<file path="src/rtl/edly_pkg.sv">
package edly_pkg;

  // Number of bits needed to hold values 0..maxv
  function automatic int bits_for(input int maxv);
    return (maxv < 2) ? 1 : $clog2(maxv + 1);
  endfunction

  // One sampled input event
  typedef struct packed {
    logic hit;    // a transition was sampled this cycle
    logic level;  // the new level after the transition
  } edge_ev_t;

endpackage

</file>
<file path="src/rtl/edly_sampler.sv">
module edly_sampler
  import edly_pkg::*;
(
  input  logic     clk,
  input  logic     rst_n,
  input  logic     sig_in,
  output edge_ev_t ev_o
);

  logic level_ref;

  always_ff @(posedge clk or negedge rst_n) begin
    if (!rst_n) level_ref <= 1'b0;
    else        level_ref <= sig_in;
  end

  always_comb begin
    ev_o.hit   = (sig_in != level_ref);
    ev_o.level = sig_in;
  end

endmodule

</file>
<file path="src/rtl/edly_cfg.sv">
module edly_cfg #(
  parameter int VAL_W         = 8,
  parameter int BASE_CYCLES   = 4,
  parameter int STEP_CYCLES   = 2,
  parameter int SETTLE_CYCLES = 20,
  parameter int DLY_W         = 10,
  parameter int SET_W         = 5
) (
  input  logic             clk,
  input  logic             rst_n,
  input  logic             load_i,
  input  logic [VAL_W-1:0] value_i,
  output logic [DLY_W-1:0] delay_o,
  output logic             settled_o
);

  logic [VAL_W-1:0] active_q;
  logic [SET_W-1:0] remain_q;

  always_ff @(posedge clk or negedge rst_n) begin
    if (!rst_n) begin
      active_q <= '0;
      remain_q <= '0;
    end else if (load_i) begin
      active_q <= value_i;
      remain_q <= SET_W'(SETTLE_CYCLES);
    end else if (remain_q != '0) begin
      remain_q <= remain_q - SET_W'(1);
    end
  end

  // Unit step needs only an adder; other steps need a constant multiply
  generate
    if (STEP_CYCLES == 1) begin : g_unit_step
      assign delay_o = DLY_W'(BASE_CYCLES) + DLY_W'(active_q);
    end else begin : g_scaled_step
      assign delay_o = DLY_W'(BASE_CYCLES) + DLY_W'(active_q) * DLY_W'(STEP_CYCLES);
    end
  endgenerate

  assign settled_o = (remain_q == '0);


  load_unsettles_chk: assert property (@(posedge clk) disable iff (!rst_n)
    load_i |=> !settled_o);


  settle_rise_no_load_chk: assert property (@(posedge clk) disable iff (!rst_n)
    $rose(settled_o) |-> !$past(load_i));


  value_hold_chk: assert property (@(posedge clk) disable iff (!rst_n)
    !load_i |=> $stable(delay_o));

endmodule

</file>
<file path="src/rtl/edly_tracker.sv">
module edly_tracker
  import edly_pkg::*;
#(
  parameter int DLY_W     = 10,
  parameter int MAX_DELAY = 514
) (
  input  logic             clk,
  input  logic             rst_n,
  input  edge_ev_t         ev_i,
  input  logic [DLY_W-1:0] delay_i,
  output logic             out_o,
  output logic             ovr_o
);

  logic             pend_q;
  logic             plevel_q;
  logic [DLY_W-1:0] count_q;
  logic             release_now;

  assign release_now = pend_q && (count_q == '0);

  always_ff @(posedge clk or negedge rst_n) begin
    if (!rst_n) begin
      pend_q   <= 1'b0;
      plevel_q <= 1'b0;
      count_q  <= '0;
      out_o    <= 1'b0;
      ovr_o    <= 1'b0;
    end else begin
      if (release_now) out_o <= plevel_q;
      if (ev_i.hit) begin
        pend_q   <= 1'b1;
        plevel_q <= ev_i.level;
        count_q  <= delay_i - DLY_W'(1);
        if (pend_q && !release_now) ovr_o <= 1'b1;
      end else if (release_now) begin
        pend_q <= 1'b0;
      end else if (pend_q) begin
        count_q <= count_q - DLY_W'(1);
      end
    end
  end


  out_needs_pending_chk: assert property (@(posedge clk) disable iff (!rst_n)
    (out_o != $past(out_o)) |-> $past(pend_q));


  edge_arms_slot_chk: assert property (@(posedge clk) disable iff (!rst_n)
    ev_i.hit |=> pend_q);


  overrun_sticky_chk: assert property (@(posedge clk) disable iff (!rst_n)
    ovr_o |=> ovr_o);


  count_bound_chk: assert property (@(posedge clk) disable iff (!rst_n)
    pend_q |-> (count_q <= DLY_W'(MAX_DELAY - 1)));

endmodule

</file>
<file path="src/rtl/edge_delay_core.sv">
module edge_delay_core
  import edly_pkg::*;
#(
  parameter int VAL_W         = 8,
  parameter int BASE_CYCLES   = 4,
  parameter int STEP_CYCLES   = 2,
  parameter int SETTLE_CYCLES = 20
) (
  input  logic             clk,
  input  logic             rst_n,
  input  logic             sig_in,
  input  logic [VAL_W-1:0] cfg_value,
  input  logic             cfg_load,
  output logic             sig_out,
  output logic             settled,
  output logic             overrun
);

  localparam int MAX_DELAY = BASE_CYCLES + ((1 << VAL_W) - 1) * STEP_CYCLES;
  localparam int DLY_W     = bits_for(MAX_DELAY);
  localparam int SET_W     = bits_for(SETTLE_CYCLES);

  generate
    if (BASE_CYCLES < 1 || STEP_CYCLES < 1 || SETTLE_CYCLES < 1) begin : g_bad_cfg
      $error("edge_delay_core: base, step and settle counts must be at least 1");
    end
  endgenerate

  edge_ev_t         ev;
  logic [DLY_W-1:0] delay_cur;

  edly_sampler u_sampler (
    .clk    (clk),
    .rst_n  (rst_n),
    .sig_in (sig_in),
    .ev_o   (ev)
  );

  edly_cfg #(
    .VAL_W         (VAL_W),
    .BASE_CYCLES   (BASE_CYCLES),
    .STEP_CYCLES   (STEP_CYCLES),
    .SETTLE_CYCLES (SETTLE_CYCLES),
    .DLY_W         (DLY_W),
    .SET_W         (SET_W)
  ) u_cfg (
    .clk       (clk),
    .rst_n     (rst_n),
    .load_i    (cfg_load),
    .value_i   (cfg_value),
    .delay_o   (delay_cur),
    .settled_o (settled)
  );

  edly_tracker #(
    .DLY_W     (DLY_W),
    .MAX_DELAY (MAX_DELAY)
  ) u_tracker (
    .clk     (clk),
    .rst_n   (rst_n),
    .ev_i    (ev),
    .delay_i (delay_cur),
    .out_o   (sig_out),
    .ovr_o   (overrun)
  );


  reset_quiet_chk: assert property (@(posedge clk) disable iff (!rst_n)
    $past(!rst_n) |-> (!sig_out && settled && !overrun));

endmodule

</file>
<file path="config.mk">
export PLATFORM = sky130hd
export DESIGN_NAME = edge_delay_core
export DESIGN_NICKNAME = d
export VERILOG_FILES = /design/src/rtl/edly_pkg.sv /design/src/rtl/edly_sampler.sv /design/src/rtl/edly_cfg.sv /design/src/rtl/edly_tracker.sv /design/src/rtl/edge_delay_core.sv
export SDC_FILE = /design/constraint.sdc
export NUM_CORES = 1
export LEC_CHECK = 0
export BUFFER_PORTS_ARGS = -buffer_cell sky130_fd_sc_hd__buf_2
export CAP_MARGIN = 5
export CORE_MARGIN = 2
export CORE_UTILIZATION = 30
export DETAILED_ROUTE_END_ITERATION = 10
export GPL_TIMING_DRIVEN = 1
export PLACE_DENSITY = 0.44
export SLEW_MARGIN = 20
export SYNTH_ARGS = -nofsm -noshare
export SYNTH_HDL_FRONTEND = slang
export SYNTH_SLANG_ARGS = --single-unit
</file>
<file path="constraint.sdc">
create_clock -name clk -period 2.6 [get_ports clk]
set_input_delay 0.26 -clock clk [delete_from_list [all_inputs] [get_ports clk]]
set_output_delay 0.26 -clock clk [all_outputs]
set_load 0.01 [all_outputs]
</file>
# [Yosys cells after proc, flatten, opt, wreduce, memory -nomap -nowiden]
# Cells that the tools add are included.
[word_totals] ff_bits=28 in_bits=12 output_inout_bits=3 elab_cells=32
[op_classes] add_sub_neg=4 n_eq_ne=2 n_mux=7 reduce_logical=11
[ops] operator="10-bit 2-to-1 mux" count=3
[ops] operator="10-bit by 1-bit subtractor with 10-bit output (second input constant)" count=2
[ops] operator="3-bit by 9-bit adder with 10-bit output (first input constant)" count=1
[ops] operator="10-bit zero test" count=1
[ops] operator="5-bit 2-to-1 mux" count=2
[ops] operator="2-bit nonzero test" count=3
[ops] operator="5-bit zero test" count=1
[ops] operator="5-bit nonzero test" count=1
[ops] operator="5-bit by 1-bit subtractor with 5-bit output (second input constant)" count=1
[ops] operator="2-bit AND reduction" count=2
[ops] operator="1-bit logical AND" count=2
[ops] operator="1-bit 2-to-1 mux" count=2
[ops] operator="2-bit != test (second input constant)" count=1
[ops] operator="1-bit zero test" count=1
[ops] operator="1-bit != test" count=1

# [Logic depth before layout (Yosys ltp)]
[logic_depth] word_depth=5 mapped_depth=6 depth_no_buf=6

# [Modules after synthesis]
# Synthesis repeated with hierarchy kept, for this count alone.
[hier_totals] hier_cells=176 hier_area_um2=1771.7
[by_module_without_submodules] module="edly_tracker" instances=1 cells_per_inst=115 area_each_um2=1069.8 seq_area_each_um2=350.3
[by_module_without_submodules] module="edly_cfg" instances=1 cells_per_inst=58 area_each_um2=660.6 seq_area_each_um2=325.3
[by_module_without_submodules] module="edly_sampler" instances=1 cells_per_inst=3 area_each_um2=41.3 seq_area_each_um2=25.0

# [Least setup slack after synthesis]
# OpenSTA, ideal clock, no wires.
[synth_timing] path_type="flip-flop to flip-flop" startpoint="register u_tracker.count_q[8]" endpoint="register u_tracker.count_q[1]" setup_ns=0.079 arrival_time_ns=1.505 required_ns=2.521 path_slack_ns=1.016 stages_incl_launch_ff=5 path_buffers=0 synth_period_minus_slack_ns=1.584 cell_sequence="dfrtp_1 -> nor3_1 -> a41o_1 -> mux2_2 -> mux2i_1"
[synth_via] elab_chain_cells=4
[synth_rtl] element="start, declared" line_no="edly_tracker.sv:17" text="logic [DLY_W-1:0] count_q;"
[synth_rtl] element="start signal, assigned" line_no="edly_tracker.sv:34" text="count_q <= delay_i - DLY_W'(1);"
[synth_rtl] element="start signal, assigned" line_no="edly_tracker.sv:39" text="count_q <= count_q - DLY_W'(1);"
[synth_rtl] element="10-bit zero test" line_no="edly_tracker.sv:20" text="assign release_now = pend_q && (count_q == '0);"
[synth_rtl] element="1-bit logical AND" line_no="edly_tracker.sv:20"
[synth_rtl] element="2-bit != test (no line)"
[synth_rtl] element="2-bit AND reduction (no line)"
# Every way passes these cells.
# A chain may end at the register's enable or synchronous reset.

# [Worst setup path after layout]
[layout_timing] startpoint="register u_cfg.remain_q[0]" endpoint="output settled"
[layout_via] elab_chain_cells=1
[layout_rtl] element="start, declared" line_no="edly_cfg.sv:18" text="logic [SET_W-1:0] remain_q;"
[layout_rtl] element="start signal, assigned" line_no="edly_cfg.sv:26" text="remain_q <= SET_W'(SETTLE_CYCLES);"
[layout_rtl] element="start signal, assigned" line_no="edly_cfg.sv:28" text="remain_q <= remain_q - SET_W'(1);"
[layout_rtl] element="5-bit zero test" line_no="edly_cfg.sv:41" text="assign settled_o = (remain_q == '0);"
[layout_rtl] element="end, declared" line_no="edge_delay_core.sv:15" text="output logic settled,"
# Every way passes these cells.

==> key figures <==
Status
  • Outcome: finished, violations left
  • Violated checks: hold timing

Drt
  • Drt via density: 5.06
  • Iteration count of the initial detailed-routing pass: 4
  • WL final: 2910 um
  • Initial detailed-routing violation count: 48
  • Via Count: 1,043
  • Antenna-violating nets left: 0
  • Post-route DRC: 0
  • Wirelength per Cell: 14.1 um

Die
  • Die area: 5340 um^2
  • Initial Util: 0.307
  • Chip Height: 73.1 um
  • Core Box Area: 4660 um^2
  • Cell Rows: 25
  • Die W: 73.1 um
  • I/O Pins: 15

STA
  • Post-layout min period: 1910 ps
  • Final slew viol count: 0
  • Setup_tns: 0 ps
  • Tcrit/Tclk final: 0.736
  • Final Hold Fails: 3
  • Slew @ Worst Pin: 644 ps
  • RSZ-0062 raised after global routing: false
  • Fmax: 523 MHz
  • Worst slew margin: 0.571
  • Fin Clk Skew: 4.98 ps
  • Final setup violating endpoints: 0
  • Min Hold Slack: -5.41 ps

Global route
  • Number of global-route vias before repair: 1,107
  • GRT Total Usage: 0.125
  • First-pass GRT wire length: 5140 um
  • Gr ovfl total: 0
  • Initial antenna violation count: 0
  • Largest net degree at the start of global routing: 29

CTS
  • Post-CTS Setup Bufs: 0
  • CTS Buf Count: 3
  • CTS tree: yes
  • Clk root buf: clkbuf_8
  • Clock latency on the worst-skew pair: 280 ps
  • # hold bufs at CTS: 0
  • Clk buf depth: 2
  • Clock transition at path regs: 100 ps
  • # clock sinks: 28
  • Resize count post-CTS: 0
  • CTS H-tree depth: 1

Synth
  • Area fraction of the dominant cell type after synthesis: 0.490
  • Cells after synthesis: 135
  • Post-synthesis sequential area ratio: 0.490
  • Syn_area_per_cell: 10.6 um^2
  • Synth area leader: dfrtp_1
  • Synthesized net count: 150
  • Register bit count reported by yosys: 28
  • Dominant cells by area after synthesis: dfrtp_1 49%, mux2_2 7.9%, xnor2_1 3.7%
  • Synth cell types: 37
  • Post-Syn Area: 1430 um^2
  • Syn. warnings: 0

Finish
  • # diodes: 0
  • Area delta synth->final: 13.5%
  • Fillers: 484
  • Layout cells sized above 1: 0.224
  • NumNets Final: 168

Pwr
  • Psw: 0.000331 W
  • Leakage: 0.684 nW
  • Total Power: 0.00107 W
  • Combinational share of power: 0.215
  • Switching Fraction: 0.309
  • Maximum VDD drop: 208 uV
  • Sequential Power Share: 0.530
  • Pwr/cell area: 660 nW/um^2
  • Clock power frac: 0.255
  • Pint: 0.000740 W

Setup path
  • Slowest cell on the critical path: nor4b_2
  • Crit-path max cell delay: 500 ps
  • Endpoint class of the critical path: primary output
  • Setup CP Type: flip-flop to primary output
  • CP required: 2340 ps
  • Crit-path cells: inv_1, ha_1, nor4b_2, buf_2
  • Cells on worst reg2reg path: 4
  • CP Data Arrival Time: 1650 ps
  • CP max FO: 6
  • Crit path launch type: flip-flop

Placed design
  • RePlAce Congestion: 0.809
  • PortBufs: 14
  • DPL Wire Length: 2170 um

Flow run
  • Max cap viols: 0

Worst hold path
  • Min-delay worst type: input pin to asynchronous set/reset pin
cell type report:
| type | count | area (um^2) | share of cell area |
|---|---|---|---|
| timing repair buffer | 15 | 77.6 | 0.0478 |
| tap | 54 | 67.6 | 0.0416 |
| clock buffer | 4 | 55.1 | 0.0339 |
| multi-input combinational | 98 | 697 | 0.429 |
| sequential | 28 | 701 | 0.431 |
| inverter | 7 | 26.3 | 0.0162 |
logic make-up after synthesis:
| family | share of synthesized area |
|---|---|
| buffers and inverters | 0.0236 |
| AND/OR/NAND/NOR | 0.173 |
| adder cells (fa/ha/maj) | 0.0262 |
| AO/OA/AOI/OAI | 0.107 |
| multiplexers | 0.114 |
| XOR/XNOR | 0.0673 |
| flip-flops | 0.490 |
cells in the mapped netlist, drive strengths merged:
library cell  count
a21oi             6
nand3             5
o22ai             1
o21bai            1
a211oi            3
mux2i             5
inv               7
o21ai             4
mux2             10
nor3b             1
and3              1
a21o              1
nor4              2
nor2             12
a22oi             1
or2               1
xnor2             6
a311oi            1
or3b              1
nor2b             1
xor2              5
a211o             1
nand4             3
o31ai             1
buf               1
a41o              1
o31a              1
dfrtp            28
nand2             8
nor3              5
clkbuf            1
a31oi             1
or3               3
nor4b             3
ha                3
power by group through the flow:
stage                     clock (W)  combinational [W]  sequential (W)
after global placement            0           0.000229        0.000572
after floorplan                   0           0.000173        0.000558
after detailed placement          0           0.000233        0.000574
final                      0.000273           0.000230        0.000568
after CTS                  0.000283           0.000234        0.000566
after global routing       0.000307           0.000265        0.000580
worst paths after layout:
kind | start | endpoint | slack [ps]
hold reg to reg | u_tracker.ovr_o | u_tracker.ovr_o | 500
setup / recovery | u_cfg.remain_q[0] | settled | 690
min in group clk | sig_in | u_sampler.level_ref | 160
setup reg to reg | u_tracker.count_q[7] | u_tracker.count_q[1] | 820
hold / removal | rst_n | u_tracker.count_q[3] | -5
max in group asynchronous | rst_n | u_cfg.active_q[2] | 2190
registers in the layout (all words and copies together), names as in the netlist:
register,cells
u_cfg.active_q,8
u_cfg.remain_q,5
u_sampler.level_ref,1
u_tracker.count_q,10
u_tracker.out_o,1
u_tracker.ovr_o,1
u_tracker.pend_q,1
u_tracker.plevel_q,1
worst max-delay path, delay by kind of cell (launching register included):
family / cells / cell delay, ps
adder cells (fa/ha/maj): 1 / 160
buffers and inverters: 2 / 330
flip-flops: 1 / 390
AND/OR/NAND/NOR: 1 / 500
metrics by stage:
stage / area, um^2 / utilization / std cells / hold slack (ps) / setup slack [ps]
after global routing: 1620 / 0.348 / 206 / 41.2 / 518
after CTS: 1620 / 0.348 / 206 / 22.1 / 655
after global placement: 1570 / 0.337 / 202 / 330 / 887
final: 1620 / 0.348 / 206 / -5.41 / 687
after detailed placement: 1570 / 0.337 / 202 / 324 / 838
after floorplan: 1430 / - / 135 / -35.6 / 1020
cells in the final DEF (no fill, tap or decap), types with 3 or more instances in the layout:
master and n:
nor3_1 5, a211oi_1 3, ha_1 3, nand3_1 5, nor2_1 12, xor2_1 5
a21oi_1 6, mux2i_1 5, nand4_1 3, o21ai_0 4, buf_2 14, inv_1 7
dfrtp_1 28, mux2_2 10, clkbuf_8 4, nand2_1 8, xnor2_1 6
layer usage:
metal | global-route usage | up-vias | wire [um]
met2 | 0.209 | 9 | 1450
met4 | 0.0494 | 0 | 41
li1 | - | 524 | -
met5 | 0 | - | 0
met1 | 0.162 | 506 | 1350
met3 | 0.0207 | 4 | 65
Power figures use the tool's default switching activity.
